`config.mk`:
```
export PLATFORM = sky130hd
export DESIGN_NAME = fe_rx_symdec
export DESIGN_NICKNAME = d
export VERILOG_FILES = /design/src/rtl/fe_rx_symdec.sv
export SDC_FILE = /design/constraint.sdc
export NUM_CORES = 1
export LEC_CHECK = 0
export BUFFER_PORTS_ARGS = -buffer_cell sky130_fd_sc_hd__clkbuf_2
export CORE_MARGIN = 10
export CORE_UTILIZATION = 45
export CTS_BUF_LIST = sky130_fd_sc_hd__clkbuf_8
export CTS_CLUSTER_SIZE = 30
export DETAILED_ROUTE_END_ITERATION = 8
export GPL_TIMING_DRIVEN = 0
export PLACE_DENSITY_LB_ADDON = 0.2
export SETUP_SLACK_MARGIN = 0.05
export SLEW_MARGIN = 20
export SYNTH_ARGS = -nofsm -noshare
export SYNTH_HDL_FRONTEND = slang
export SYNTH_SLANG_ARGS = --single-unit
```
`constraint.sdc`:
```
create_clock -name clk -period 4.6 [get_ports clk]
set_clock_uncertainty 0.1 [all_clocks]
set_input_delay 0.92 -clock clk [delete_from_list [all_inputs] [get_ports clk]]
set_output_delay 0.92 -clock clk [all_outputs]
set_load 0.05 [all_outputs]
```
`src/rtl/fe_rx_symdec.sv`:
```
module fe_rx_symdec #(
  parameter int LOCK_RUN = 32
) (
  input  logic       clk,
  input  logic       rst_n,
  input  logic [1:0] line_lvl,
  output logic       locked,
  output logic       mii_ce,
  output logic       rx_dv,
  output logic       rx_er,
  output logic [3:0] rxd
);
  localparam int CNT_W = $clog2(LOCK_RUN + 1);
  localparam logic [4:0] GRP_K    = 5'b10001;
  localparam logic [4:0] GRP_T    = 5'b01101;
  localparam logic [4:0] GRP_IDLE = 5'b11111;
  localparam logic [9:0] SOS_PAT  = 10'b11111_11000;

  logic [1:0]       lvl_q;
  logic             nrzi_q;
  logic [10:0]      key;
  logic [CNT_W-1:0] run;
  logic [9:0]       win;
  logic [2:0]       ph;
  logic             in_frame, want_k;

  function automatic logic [4:0] dec5(input logic [4:0] g);
    case (g)
      5'b11110: dec5 = 5'h10; 5'b01001: dec5 = 5'h11;
      5'b10100: dec5 = 5'h12; 5'b10101: dec5 = 5'h13;
      5'b01010: dec5 = 5'h14; 5'b01011: dec5 = 5'h15;
      5'b01110: dec5 = 5'h16; 5'b01111: dec5 = 5'h17;
      5'b10010: dec5 = 5'h18; 5'b10011: dec5 = 5'h19;
      5'b10110: dec5 = 5'h1A; 5'b10111: dec5 = 5'h1B;
      5'b11010: dec5 = 5'h1C; 5'b11011: dec5 = 5'h1D;
      5'b11100: dec5 = 5'h1E; 5'b11101: dec5 = 5'h1F;
      default:  dec5 = 5'h00;
    endcase
  endfunction

  wire       mlt_chg = (line_lvl != lvl_q);
  wire       nrzi_d  = nrzi_q ^ mlt_chg;
  wire       nrz     = nrzi_d ^ nrzi_q;
  wire       pred    = key[10] ^ key[8];
  wire       plain   = nrz ^ pred;
  wire [9:0] win_d   = {win[8:0], plain};
  wire [4:0] grp     = win_d[4:0];
  wire [4:0] dec     = dec5(grp);
  wire       j_hit   = locked && !in_frame && (win_d == SOS_PAT);
  wire       grp_end = (ph == 3'd4);

  always_ff @(posedge clk or negedge rst_n) begin
    if (!rst_n) begin
      lvl_q <= '0; nrzi_q <= 1'b0; key <= '0; run <= '0; locked <= 1'b0;
      win <= '0; ph <= '0; in_frame <= 1'b0; want_k <= 1'b0;
      mii_ce <= 1'b0; rx_dv <= 1'b0; rx_er <= 1'b0; rxd <= '0;
    end else begin
      lvl_q  <= line_lvl;
      nrzi_q <= nrzi_d;
      win    <= win_d;
      mii_ce <= 1'b0;
      if (!locked) begin
        key <= {key[9:0], ~nrz};
        if (~nrz == pred) begin
          run <= run + 1'b1;
          if (run == CNT_W'(LOCK_RUN - 1)) locked <= 1'b1;
        end else run <= '0;
      end else key <= {key[9:0], pred};

      if (j_hit) begin
        ph <= '0; mii_ce <= 1'b1; in_frame <= 1'b1; want_k <= 1'b1;
        rx_dv <= 1'b1; rx_er <= 1'b0; rxd <= 4'b0101;
      end else begin
        ph <= grp_end ? 3'd0 : ph + 3'd1;
        if (grp_end) begin
          mii_ce <= 1'b1;
          if (!in_frame) begin
            rx_dv <= 1'b0; rx_er <= 1'b0; rxd <= '0;
          end else if (want_k) begin
            want_k <= 1'b0;
            rx_dv  <= 1'b1;
            if (grp == GRP_K) begin
              rx_er <= 1'b0; rxd <= 4'b0101;
            end else begin
              rx_er <= 1'b1; rxd <= '0; in_frame <= 1'b0;
            end
          end else if (grp == GRP_T) begin
            rx_dv <= 1'b0; rx_er <= 1'b0; rxd <= '0; in_frame <= 1'b0;
          end else if (grp == GRP_IDLE) begin
            rx_dv <= 1'b1; rx_er <= 1'b1; rxd <= '0; in_frame <= 1'b0;
          end else if (dec[4]) begin
            rx_dv <= 1'b1; rx_er <= 1'b0; rxd <= dec[3:0];
          end else begin
            rx_dv <= 1'b1; rx_er <= 1'b1; rxd <= '0;
          end
        end
      end
    end
  end

  a_r3_lock_sticky: assert property (@(posedge clk) disable iff (!rst_n)
    locked |=> locked);
  a_r4_no_dv_unlocked: assert property (@(posedge clk) disable iff (!rst_n)
    !locked |-> !rx_dv);
  a_r8_err_nibble: assert property (@(posedge clk) disable iff (!rst_n)
    rx_er |-> (rx_dv && rxd == 4'd0));
  a_r10_hold: assert property (@(posedge clk) disable iff (!rst_n)
    !mii_ce |-> $stable({rx_dv, rx_er, rxd}));
  a_r10_gap: assert property (@(posedge clk) disable iff (!rst_n)
    (mii_ce && rx_dv) |=> !mii_ce);
endmodule

```
; ---- Word level (Yosys, flattened, before mapping)
; Memory sizes are Yosys's and may differ from the RTL's.
; Index checks and enable logic that the tools add are counted.
[totals]
regBits = 42
latchBits = 0
mem_bits_rw = 0
rom_bits = 160
inputBits = 4
output_inout_bits = 8
wordCells = 75
mem_count = 1
[mem_list]
columns = name, words, word_bits, rd, rd_ports_with_merged_regs, write_ports, line_no
row1 = (name not given), 32, 5, 1, 0, 0, 28  ; case (g)
[op_classes]
n_addsub = 2
mul = 0
div = 0
magnitude_cmp = 0
eq_ne = 8
shift = 0
n_mux = 40
bitwise = 5
n_reduce_logical = 6
[ops]
columns = op, n
row1 = 1-bit two-way mux, 29
row2 = 4-bit two-way mux, 7
row3 = "10-bit == test, second input constant", 1
row4 = "5-bit == test, second input constant", 2
row5 = 3-bit two-way mux, 3
row6 = "6-bit by 1-bit adder with 6-bit output, second input constant", 1
row7 = "6-bit by 5-bit == test with 1-bit output, second input constant", 1
row8 = 6-bit two-way mux, 1
row9 = "5-bit by 4-bit == test with 1-bit output, second input constant", 1
row10 = 2-bit nonzero test, 2
row11 = 1-bit XOR, 4
row12 = "3-bit by 1-bit adder with 3-bit output, second input constant", 1
row13 = "3-bit == test, second input constant", 1
row14 = 1-bit logical AND, 2
row15 = 2-bit inequality test, 1
row16 = 2-bit AND reduction, 1
row17 = 1-bit == test, 1
row18 = 1-bit zero test, 1
row19 = 1-bit inverter, 1

; ---- Logic depth before layout (Yosys ltp)
; An unclocked memory read counts as a cell.
[depth]
ltp_word = 12
mapped_depth = 8
mapped_depth_nobuf = 7

; ---- Worst setup path before layout
; No wires, ideal clock.
[synth_timing]
kind = in2reg
from = input line_lvl[1]
to = register rx_er
setup_time_ns = 0.122
arrival_ns = 1.893
t_required_ns = 4.378
path_slack_ns = 2.485
cell_stages = 5
path_buffers = 0
cell_sequence = xor2_1 > o21ai_1 > nand4_2 > and2_4 > a32o_1
[synth_between]
elab_chain_cells = 12
word_cells_on_any_way = 19
cone_classes = eq/ne: 5 / mux: 8 / bitwise: 3 / reduce/logical: 2 / memory: 1
[synth_rtl]
columns = element, line_no
row1 = from (decl), 6  ; input logic [1:0] line_lvl,
row2 = 2-bit inequality test (*), 41  ; wire mlt_chg = (line_lvl != lvl_q);
row3 = 1-bit XOR (*), 42  ; wire nrzi_d = nrzi_q ^ mlt_chg;
row4 = 1-bit XOR (*), 43  ; wire nrz = nrzi_d ^ nrzi_q;
row5 = 1-bit XOR (*), 45  ; wire plain = nrz ^ pred;
row6 = memory 32 x 5 bit, n/a
row7 = 1-bit two-way mux, 91  ; end else if (dec[4]) begin
row8 = 1-bit two-way mux, 89  ; end else if (grp == GRP_IDLE) begin
row9 = 1-bit two-way mux, 87  ; end else if (grp == GRP_T) begin
row10 = 1-bit two-way mux, 79  ; end else if (want_k) begin
row11 = 1-bit two-way mux, 77  ; if (!in_frame) begin
row12 = 1-bit two-way mux, 75  ; if (grp_end) begin
row13 = 1-bit two-way mux, 70  ; if (j_hit) begin
row14 = to (signal assigned), 72  ; rx_dv <= 1'b1; rx_er <= 1'b0; rxd <= 4'b0101;
row15 = to (signal assigned), 78  ; rx_dv <= 1'b0; rx_er <= 1'b0; rxd <= '0;
row16 = to (signal assigned), 83  ; rx_er <= 1'b0; rxd <= 4'b0101;
row17 = to (decl), 10  ; output logic rx_er,
; Every way passes the cells marked *; elsewhere a longest branch is shown, timed or not. The select of a mux whose other input is x is not followed.
; A chain may end at the register's enable or synchronous reset.

; ---- Final worst setup path
[layout_timing]
from = input line_lvl[0]
to = register rxd[3]
[layout_between]
elab_chain_cells = 12
word_cells_on_any_way = 17
cone_classes = eq/ne: 4 / mux: 7 / bitwise: 3 / reduce/logical: 2 / memory: 1
[layout_rtl]
columns = element, line_no
row1 = 2-bit inequality test (*), 41
row2 = 1-bit XOR (*), 42
row3 = 1-bit XOR (*), 43
row4 = 1-bit XOR (*), 45
row5 = memory 32 x 5 bit, n/a
row6 = 4-bit two-way mux, 91
row7 = 4-bit two-way mux, 89
row8 = 4-bit two-way mux, 87
row9 = 4-bit two-way mux, 79
row10 = 4-bit two-way mux, 77
row11 = 4-bit two-way mux, 75
row12 = 4-bit two-way mux, 70
row13 = to (signal assigned), 72
row14 = to (signal assigned), 78
row15 = to (signal assigned), 83
row16 = to (decl), 11  ; output logic [3:0] rxd
; Marks and branches as above.

==> out/qor.txt <==
final wirelength -> 3.45 mm
Final TNS setup -> 0 ns
FILL cells -> 363
Area Overhead vs Synth -> 11.0%
Root Driver -> clkbuf_8
core area -> 3740 um2
Die X -> 83.1 um
I/O Buffers -> 11
worst slew pin tran -> 0.868 ns
GPL Wtd Cong -> 0.930
Post-Syn Area per Cell -> 11.2 um2
drt wl/cell -> 15.2 um
Cell Area, Synth -> 1790 um2
total die area -> 6900 um2
gr usage total -> 10.2%
MaxCap Viol Count -> 0
Via density -> 5.60
pwr/cell area -> 470 nW/um2
status -> finished clean
Worst setup startpoint -> line_lvl[0]
total power -> 934 uW
clk_lat worst skew -> 0.28 ns
Primary FF master, synth -> dfrtp_1
Post-synth EDFFs -> 0
placement row count -> 22
First DRT Iteration DRCs -> 39
endpoints failing setup -> 0
pin count of the biggest net entering global routing -> 42
Starting Density -> 47.8%
first-pass iteration count of the detailed router -> 4
post-CTS sizing -> 0
# H-tree levels -> 2
Final Hold Violating Endpoints -> 0
Cell variety after synth -> 42
Core Util, Final -> 53.1%
FFs w/ async S/R, synth -> 100%
final cycle utilization of the critical path -> 48.1%
vias in the first global route -> 1315
first-pass GRT wire length -> 6.09 mm
register area share after synthesis -> 57.3%
RSZ-0062 raised after global routing -> false
Synth warnings -> 0
CP endpoint kind -> flip-flop
clock sinks -> 41
worst hold slack -> 0.251 ns
Arrival @ worst endpoint -> 2.29 ns
Tightest Hold Check Type -> flip-flop to flip-flop
crit path kind -> primary input to flip-flop
CTS max path bufs -> 2
leak pwr -> 0.000926 uW
cts bufs inserted -> 5
die height -> 83.1 um
maximum vdd drop -> 248 uV
Final nets -> 188
CTS clk-pin slew, worst paths -> 0.08 ns
CP max FO -> 6
Synth Net Count -> 170
detailed placer's ending HPWL -> 2.41 mm
total global routing overflow -> 0
fin. max-slew vios -> 0
Synth Instances -> 160
Slew headroom -> 42.1%
hold buffers post-CTS -> 0
via count -> 1272
Max Clock Freq -> 0.452 GHz
IO Pins -> 12
Setup crit start kind -> primary input
DRC viols -> 0
R2R Path Start -> win[0]$_DFF_PN0_
layout cells sized above 1 -> 16.8%
hold_sp -> key[0]$_DFF_PN0_
critical path required time -> 4.67 ns
ANT cells -> 0
Final Critical Period -> 2.21 ns
antenna violations before repair -> 0
Post CTS Setup Buffer Count -> 0
CTS tree -> yes
Final ANT Viol Nets -> 0
synthesized flop and latch total -> 41
==> where the power goes <==
part           internal [uW]  switching (uW)  leakage [uW]
clock                    103             113     0.0000491
sequential               420            41.8      0.000492
combinational           85.1             172      0.000384
==> cell usage in the layout, fill, tap and decap left out, types with 2 or more instances in the layout <==
cell,n
a21oi_1,7
a32o_1,2
and3_1,2
buf_2,2
clkbuf_1,4
clkbuf_2,10
clkbuf_8,5
clkinv_2,2
dfrtp_1,41
ha_1,6
inv_1,9
inv_2,2
nand2_1,14
nand3_1,7
nand4_1,4
nor2_1,10
o211ai_1,5
o21ai_0,5
o21ai_1,8
xnor2_1,6
xor2_1,4
==> kinds of logic after synthesis <==
group           share of synthesized area, %
mux                                    0.559
flops                                   57.3
buf+inv                                 3.64
fa+ha+maj                               4.20
simple gates                            15.5
compound gates                          13.8
xor+xnor                                4.89
==> synth_stat cells (2+ instances only) <==
cell / number / area (um2)
nor2_1: 10 / 37.5
dfrtp_1: 41 / 1030
ha_1: 6 / 75.1
clkbuf_1: 4 / 15.0
o21ai_0: 5 / 25.0
nand4_1: 4 / 25.0
and3_1: 2 / 12.5
o21ai_1: 8 / 40.0
xor2_1: 4 / 35.0
nand3_1: 7 / 35.0
o211ai_1: 5 / 37.5
a21oi_1: 7 / 35.0
inv_2: 2 / 7.51
inv_1: 8 / 30.0
xnor2_1: 6 / 52.6
a32o_1: 2 / 20.0
nand2_1: 14 / 52.6
==> final timing paths <==
kind	depth (start not counted)	to	slack (ns)
max reg2reg	8	rx_er$_DFFE_PN0P_	2.43
min	0	key[1]$_DFF_PN0_	0.25
min in group asynchronous	1	key[5]$_DFF_PN0_	0.65
min reg2reg	0	key[1]$_DFF_PN0_	0.25
max in group asynchronous	1	run[5]$_DFFE_PN0N_	3.20
max	6	rxd[3]$_DFFE_PN0P_	2.39
==> routing by layer <==
metal | track usage [%] | vias up | part of all wire [%]
met2 | 16.1 | 34 | 49
met4 | 3.69 | 0 | 1.2
met5 | 0 | - | 0
met1 | 12.7 | 635 | 45
met3 | 3.42 | 6 | 4.8
li1 | - | 597 | -
==> final cells by class <==
class / instances / area [um2] / area share [%]
clock buffers: 5 / 68.8 / 3.46
repair buffers: 11 / 55.1 / 2.77
inverters: 10 / 37.5 / 1.89
multi-input cells: 103 / 698 / 35.1
clock inverters: 3 / 13.8 / 0.693
plain buffers: 6 / 27.5 / 1.39
well taps: 48 / 60.1 / 3.02
flip-flops and latches: 41 / 1030 / 51.6
==> worst max-delay path, cell delays in order <==
cell      delay, ns
clkbuf_2       0.12
xor2_1         0.20
o21ai_1        0.36
nand4_2        0.25
and2_4         0.24
a32o_1         0.20
==> through the flow <==
step / instances / area, um2 / worst slack [ns]
6_report: 227 / 1990 / 2.39
2_1_floorplan: 160 / 1790 / 2.49
5_1_grt: 227 / 1990 / 2.29
4_1_cts: 227 / 1990 / 2.43
3_5_place_dp: 219 / 1900 / 2.13
3_3_place_gp: 219 / 1900 / 2.16
==> flip-flops by register name, summed over array words and instances (netlist names), 2 cells and up <==
register	cells
key	11
lvl_q	2
ph	3
run	6
rxd	4
win	9
Power figures use the tool's default switching activity.
